### src/rtl/qrt_pkg.sv
package qrt_pkg;

  typedef enum logic [1:0] {
    ON_NONE     = 2'd0,
    ON_VALLEY   = 2'd1,
    ON_FALLBACK = 2'd2
  } on_src_e;

  // bits needed to hold the values 0 .. n-1
  function automatic int unsigned cnt_width(int unsigned n);
    return (n < 2) ? 1 : $clog2(n);
  endfunction

endpackage

### src/rtl/qrt_osc.sv
module qrt_osc #(
  parameter int unsigned PERIOD  = 40,
  parameter int unsigned SAT_DIV = 128
) (
  input  logic clk,
  input  logic rst,
  input  logic loop_sat,
  input  logic restart,
  output logic wrap,
  output logic period_ok,
  output logic strobe
);
  localparam int unsigned SLOW = PERIOD * SAT_DIV;
  localparam int unsigned PW   = qrt_pkg::cnt_width(SLOW);
  localparam logic [PW-1:0] LAST_FAST = PW'(PERIOD - 1);
  localparam logic [PW-1:0] LAST_SLOW = PW'(SLOW - 1);

  logic [PW-1:0] ph_q;
  logic [PW-1:0] last;

  assign last = loop_sat ? LAST_SLOW : LAST_FAST;
  assign wrap = (ph_q >= last);

  always_ff @(posedge clk) begin
    if (rst) begin
      ph_q      <= '0;
      period_ok <= 1'b1;
      strobe    <= 1'b0;
    end else begin
      strobe <= wrap | restart;
      if (restart) begin
        ph_q      <= '0;
        period_ok <= 1'b0;
      end else if (wrap) begin
        ph_q      <= '0;
        period_ok <= 1'b1;
      end else begin
        ph_q <= ph_q + PW'(1);
      end
    end
  end

  p_phase_bound_r10: assert property (@(posedge clk) disable iff (rst)
    ph_q <= LAST_SLOW);

  p_restart_clears_ok_r4: assert property (@(posedge clk) disable iff (rst)
    restart |=> (!period_ok && strobe));

endmodule

### src/rtl/qrt_blank.sv
module qrt_blank #(
  parameter int unsigned LEN = 8
) (
  input  logic clk,
  input  logic rst,
  input  logic start,
  output logic active
);
  generate
    if (LEN == 0) begin : g_none
      assign active = 1'b0;
    end else begin : g_cnt
      localparam int unsigned BW = qrt_pkg::cnt_width(LEN + 1);
      localparam logic [BW-1:0] LOAD = BW'(LEN);
      logic [BW-1:0] cnt_q;

      always_ff @(posedge clk) begin
        if (rst)               cnt_q <= '0;
        else if (start)        cnt_q <= LOAD;
        else if (cnt_q != '0)  cnt_q <= cnt_q - BW'(1);
      end

      assign active = (cnt_q != '0);

      p_blank_follows_off_r7: assert property (@(posedge clk) disable iff (rst)
        start |=> active);
    end
  endgenerate
endmodule

### src/rtl/qrt_arm.sv
module qrt_arm (
  input  logic clk,
  input  logic rst,
  input  logic zcd_hi,
  input  logic zcd_lo,
  input  logic inhibit,
  input  logic clear,
  output logic armed,
  output logic fall
);
  logic hi_q, lo_q;

  assign fall = lo_q & ~zcd_lo;

  always_ff @(posedge clk) begin
    if (rst) begin
      hi_q  <= 1'b0;
      lo_q  <= 1'b0;
      armed <= 1'b0;
    end else begin
      hi_q <= zcd_hi;
      lo_q <= zcd_lo;
      if (clear)                          armed <= 1'b0;
      else if (~hi_q & zcd_hi & ~inhibit) armed <= 1'b1;
    end
  end

  p_clear_drops_arm_r11: assert property (@(posedge clk) disable iff (rst)
    clear |=> !armed);

  p_arm_when_open_r7: assert property (@(posedge clk) disable iff (rst)
    $rose(armed) |-> $past(!inhibit));

endmodule

### src/rtl/qrt_delay.sv
module qrt_delay #(
  parameter int unsigned DLY = 3
) (
  input  logic clk,
  input  logic rst,
  input  logic fire,
  output logic done,
  output logic busy
);
  generate
    if (DLY == 0) begin : g_direct
      assign done = fire;
      assign busy = 1'b0;
    end else begin : g_cnt
      localparam int unsigned DW = qrt_pkg::cnt_width(DLY + 1);
      localparam logic [DW-1:0] LOAD = DW'(DLY);
      logic [DW-1:0] cnt_q;

      always_ff @(posedge clk) begin
        if (rst)                      cnt_q <= '0;
        else if (cnt_q != '0)         cnt_q <= cnt_q - DW'(1);
        else if (fire)                cnt_q <= LOAD;
      end

      assign busy = (cnt_q != '0);
      assign done = (cnt_q == DW'(1));

      p_delay_holds_r3: assert property (@(posedge clk) disable iff (rst)
        (busy && !done) |=> busy);
    end
  endgenerate
endmodule

### src/rtl/qrt_turnon_seq.sv
module qrt_turnon_seq #(
  parameter int unsigned OSC_PERIOD = 40,
  parameter int unsigned SAT_DIV    = 128,
  parameter int unsigned BLANK_CYC  = 8,
  parameter int unsigned ON_DELAY   = 3
) (
  input  logic clk,
  input  logic rst,
  input  logic zcd_above_hi,
  input  logic zcd_above_lo,
  input  logic cs_trip,
  input  logic loop_sat,
  input  logic soft_start,
  output logic gate,
  output logic osc_restart,
  output logic pullup_en
);
  import qrt_pkg::*;

  logic    gate_q, gate_nxt, due_q;
  logic    wrap, period_ok, blank_act;
  logic    armed, fall, dly_done, dly_busy;
  logic    turn_off, turn_on, fire, fb_req, fb_go;
  on_src_e on_src;

  qrt_osc #(.PERIOD(OSC_PERIOD), .SAT_DIV(SAT_DIV)) u_osc (
    .clk(clk), .rst(rst), .loop_sat(loop_sat), .restart(turn_on),
    .wrap(wrap), .period_ok(period_ok), .strobe(osc_restart));

  qrt_blank #(.LEN(BLANK_CYC)) u_blank (
    .clk(clk), .rst(rst), .start(turn_off), .active(blank_act));

  qrt_arm u_arm (
    .clk(clk), .rst(rst), .zcd_hi(zcd_above_hi), .zcd_lo(zcd_above_lo),
    .inhibit(blank_act | gate_q | dly_busy), .clear(turn_on | turn_off),
    .armed(armed), .fall(fall));

  qrt_delay #(.DLY(ON_DELAY)) u_delay (
    .clk(clk), .rst(rst), .fire(fire), .done(dly_done), .busy(dly_busy));

  assign turn_off = gate_q & cs_trip;
  assign fb_req   = due_q | (wrap & period_ok & ~gate_q);
  assign fb_go    = fb_req & ~blank_act & ~dly_busy & ~gate_q;
  assign fire     = fall & armed & period_ok & ~blank_act & ~gate_q
                    & ~dly_busy & ~fb_go;

  always_comb begin
    if (dly_done)   on_src = ON_VALLEY;
    else if (fb_go) on_src = ON_FALLBACK;
    else            on_src = ON_NONE;
  end

  assign turn_on  = (on_src != ON_NONE);
  assign gate_nxt = turn_on ? 1'b1 : (turn_off ? 1'b0 : gate_q);

  always_ff @(posedge clk) begin
    if (rst) begin
      gate_q    <= 1'b0;
      due_q     <= 1'b0;
      pullup_en <= 1'b0;
    end else begin
      gate_q    <= gate_nxt;
      due_q     <= turn_on ? 1'b0 : fb_req;
      pullup_en <= loop_sat & ~soft_start & ~gate_nxt;
    end
  end

  // fast current-limit path: trip removes drive without waiting for a clock
  assign gate = gate_q & ~cs_trip;

  p_trip_starts_blank_r6: assert property (@(posedge clk) disable iff (rst)
    turn_off |=> (!gate_q && (blank_act || BLANK_CYC == 0)));

  p_no_pullup_when_on_r8: assert property (@(posedge clk) disable iff (rst)
    gate_q |-> !pullup_en);

  p_softstart_mutes_pullup_r9: assert property (@(posedge clk) disable iff (rst)
    $past(soft_start) |-> !pullup_en);

  p_on_outside_blank_r7: assert property (@(posedge clk) disable iff (rst)
    $rose(gate_q) |-> $past(!blank_act));

  p_on_restarts_osc_r10: assert property (@(posedge clk) disable iff (rst)
    $rose(gate_q) |-> osc_restart);

  p_on_time_unarmed_r11: assert property (@(posedge clk) disable iff (rst)
    gate_q |-> !armed);

endmodule

### config.mk
export PLATFORM = sky130hd
export DESIGN_NAME = qrt_turnon_seq
export DESIGN_NICKNAME = d
export VERILOG_FILES = /design/src/rtl/qrt_pkg.sv /design/src/rtl/qrt_osc.sv /design/src/rtl/qrt_blank.sv /design/src/rtl/qrt_arm.sv /design/src/rtl/qrt_delay.sv /design/src/rtl/qrt_turnon_seq.sv
export SDC_FILE = /design/constraint.sdc
export NUM_CORES = 1
export LEC_CHECK = 0
export BUFFER_PORTS_ARGS = -buffer_cell sky130_fd_sc_hd__buf_4
export CORE_ASPECT_RATIO = 1.4
export CORE_MARGIN = 2
export CORE_UTILIZATION = 58
export CTS_CLUSTER_SIZE = 40
export DETAILED_ROUTE_END_ITERATION = 7
export HOLD_SLACK_MARGIN = 0.02
export PLACE_DENSITY = 0.83
export REMOVE_ABC_BUFFERS = 1
export SKIP_LAST_GASP = 1
export SLEW_MARGIN = 30
export SYNTH_ARGS = -nofsm -noshare
export SYNTH_HDL_FRONTEND = slang
export SYNTH_SLANG_ARGS = --single-unit
### constraint.sdc
create_clock -name clk -period 2.66 [get_ports clk]
set_clock_uncertainty 0.05 [all_clocks]
set_input_delay 0.532 -clock clk [delete_from_list [all_inputs] [get_ports clk]]
set_output_delay 0.532 -clock clk [all_outputs]
set_load 0.005 [all_outputs]
==> flow_summary.ini <==
[synthesis]
ys_top_cells_by_area = dfxtp_1, ha_1, nor2_1
synthesis.instances = 149
yosysUniqueCellTypes = 38
synth_top_area_cell = dfxtp_1
synth_top_cell_area_share_pct = 40.4
syn_avg_cell_area_sq_um = 8.98
yosysWarnings = 0
ys_seq_area_share_pct = 40.4
synth_area_sq_um = 1340
ys_ff_latch = 27

[route]
ant_nets = 0
viasPerCell = 5.66
drc = 0
dr.pass1.iters = 4
vias = 1031
drt_iter0_markers = 16
wl_per_cell_um = 12.6
wl_mm = 2.29

[die]
io_pins = 10
rows = 20
design.die.area_sq_um = 2710
die_w_um = 44.6
start_util_pct = 61.4
core_area_sq_um = 2180
die_y_um = 60.8

[cells_and_area]
syn_to_final_growth_pct = 8.05
fin_util_pct = 66.4
diodes = 0
layout.nets = 180
stdcell_area_sq_um = 1450
drive_gt1_share_pct = 13.1

[timing]
worstMarginPinSlew_ps = 441
min_period_over_period_pct = 86.8
period_needed_ps = 2310
hold_viol = 0
rsz0062_at_grt = false
finalMaxSlewViolations = 0
setup_viol = 0
setup_ws_ps = 351
fmaxAchievable_ghz = 0.433
setup_tns_ps = 0
slew-limit-headroom_pct = 70.3

[worst_setup_path]
end_kind = register
startpoint_type = register
crit_required_ps = 2830
worstPathArrival_ps = 2480
crit_fanout = 5
path_class = reg -> reg

[global_routing]
grt_pass1_vias = 1034
track_usage_pct = 20.4
grt_max_degree = 16
antenna_found_initial = 0
grt_remaining_overflow = 0
grt_pass1_wl_mm = 4.22

[clocking]
cts.clk_slew.worst_paths_ps = 140
postCtsHoldBufs = 0
cts_root_buffer = clkbuf_4
cts_tree = done
clockBufferDepth = 2
post_cts_resized = 0
htree_levels = 1
insertion_delay_ps = 320
numCtsBuffers = 3
post_cts_buffers = 0
cts_sinks = 27

[job]
maxCapViolations = 0

[placement]
place_hpwl_mm = 1.79
placed_cell_area_sq_um = 1420
place_ws_ps = 67.3
routabilityCongestion = 0.835
port_buffers = 9

[pwr]
peakVddDrop_v = 0.000327
total_power_w = 0.00107
cellPowerDensity_nw_per_um2 = 743
p_leak_nw = 0.612

[run_status]
status = completed

[worst_hold_path]
hp-class = in -> reg
-- worst paths after layout --
check,from,endpoint,slack (ps),cells after the start
max,u_blank.g_cnt.cnt_q[0]$_SDFFE_PP0P_,u_delay.g_cnt.cnt_q[1]$_SDFFE_PP0P_,350,7
max reg2reg,u_blank.g_cnt.cnt_q[0]$_SDFFE_PP0P_,u_delay.g_cnt.cnt_q[1]$_SDFFE_PP0P_,350,7
min,zcd_above_hi,u_arm.hi_q$_SDFF_PP0_,380,2
min reg2reg,u_blank.g_cnt.cnt_q[2]$_SDFFE_PP0P_,u_blank.g_cnt.cnt_q[2]$_SDFFE_PP0P_,460,2
-- worst max-delay path, cell delays in order, from the launching register on --
cell	delay, ps
dfxtp_1	360
inv_1	80
ha_1	180
or3b_1	460
nor3_2	270
nand4_1	160
o31ai_2	270
mux2_2	370
-- sequential cells by signal, summed over array words and instances (netlist names) --
| name | flops |
|---|---|
| u_osc.ph_q | 13 |
| u_blank.g_cnt.cnt_q | 4 |
| u_delay.g_cnt.cnt_q | 2 |
| due_q | 1 |
| gate_q | 1 |
| pullup_en | 1 |
| u_arm.armed | 1 |
| u_arm.hi_q | 1 |
| u_arm.lo_q | 1 |
| u_osc.period_ok | 1 |
| u_osc.strobe | 1 |
-- per-layer routing --
metal	wire length (um)	up-vias	GRT usage, %
li1	-	531	-
met1	999	479	24.0
met2	1180	15	36.6
met3	58	6	1.79
met4	51	0	9.52
met5	0	-	0
-- power by group --
| group | switching [W] | internal, W | total [W] |
|---|---|---|---|
| combinational | 0.000196 | 0.000170 | 0.000365 |
| sequential | 0.0000565 | 0.000479 | 0.000535 |
| clock | 0.000116 | 0.0000563 | 0.000173 |
| total | 0.000369 | 0.000705 | 0.00107 |
-- layout by cell type (no fill, tap or decap), drive strengths merged, types with 2 or more instances in the layout --
master	synthesis	routed
o21ai	2	2
or3	2	2
nor2	23	23
and4	2	2
nand2	6	6
nand2b	4	4
a21oi	10	10
nor2b	4	4
inv	11	11
clkbuf	1	3
and3	3	3
o31ai	2	2
nand4	2	2
xor2	8	8
dfxtp	27	27
xnor2	4	4
o21a	2	2
nor3	3	3
buf	1	9
nand3	7	7
ha	12	12
-- area by class of cell --
cell class / count / area [sq um]
multi-input combinational: 109 / 741
fill: 189 / 732
sequential: 27 / 541
timing repair buffer: 9 / 67.6
inverter: 11 / 41.3
tap: 22 / 27.5
clock buffer: 3 / 22.5
clock inverter: 1 / 5.00
-- cells in the mapped netlist (all sizes together) --
cell and n:
and4 2, or3b 1, nand2b 4, o21ai 2, buf 1, or2 1
and4bb 1, or3 2, nand3b 1, nor2 23, nor3 3, clkbuf 1
nor4b 1, nand4 2, a31o 1, a211oi 1, and3 3, mux2 1
nor4 1, inv 11, a2111o 1, a21oi 10, xor2 8, o211ai 1
o21a 2, nand3 7, a31oi 1, a21o 1, dfxtp 27, nand2 6
nor2b 4, xnor2 4, ha 12, o31ai 2
-- kinds of logic after synthesis --
group	Yosys count	synth area share, %
flip-flops	27	40.4
AND/OR/NAND/NOR	62	24.4
multiplexers	1	0.842
buffers and inverters	13	4.21
XOR/XNOR	12	7.86
adder cells (fa/ha/maj)	12	11.2
AO/OA/AOI/OAI	22	11.0
-- metrics by stage --
step | instances | hold WS (ps)
2_1_floorplan | 147 | 391
3_3_place_gp | 178 | 409
3_5_place_dp | 178 | 442
4_1_cts | 182 | 373
5_1_grt | 182 | 372
6_report | 182 | 378
No activity file was read; power rests on OpenSTA's default activity.
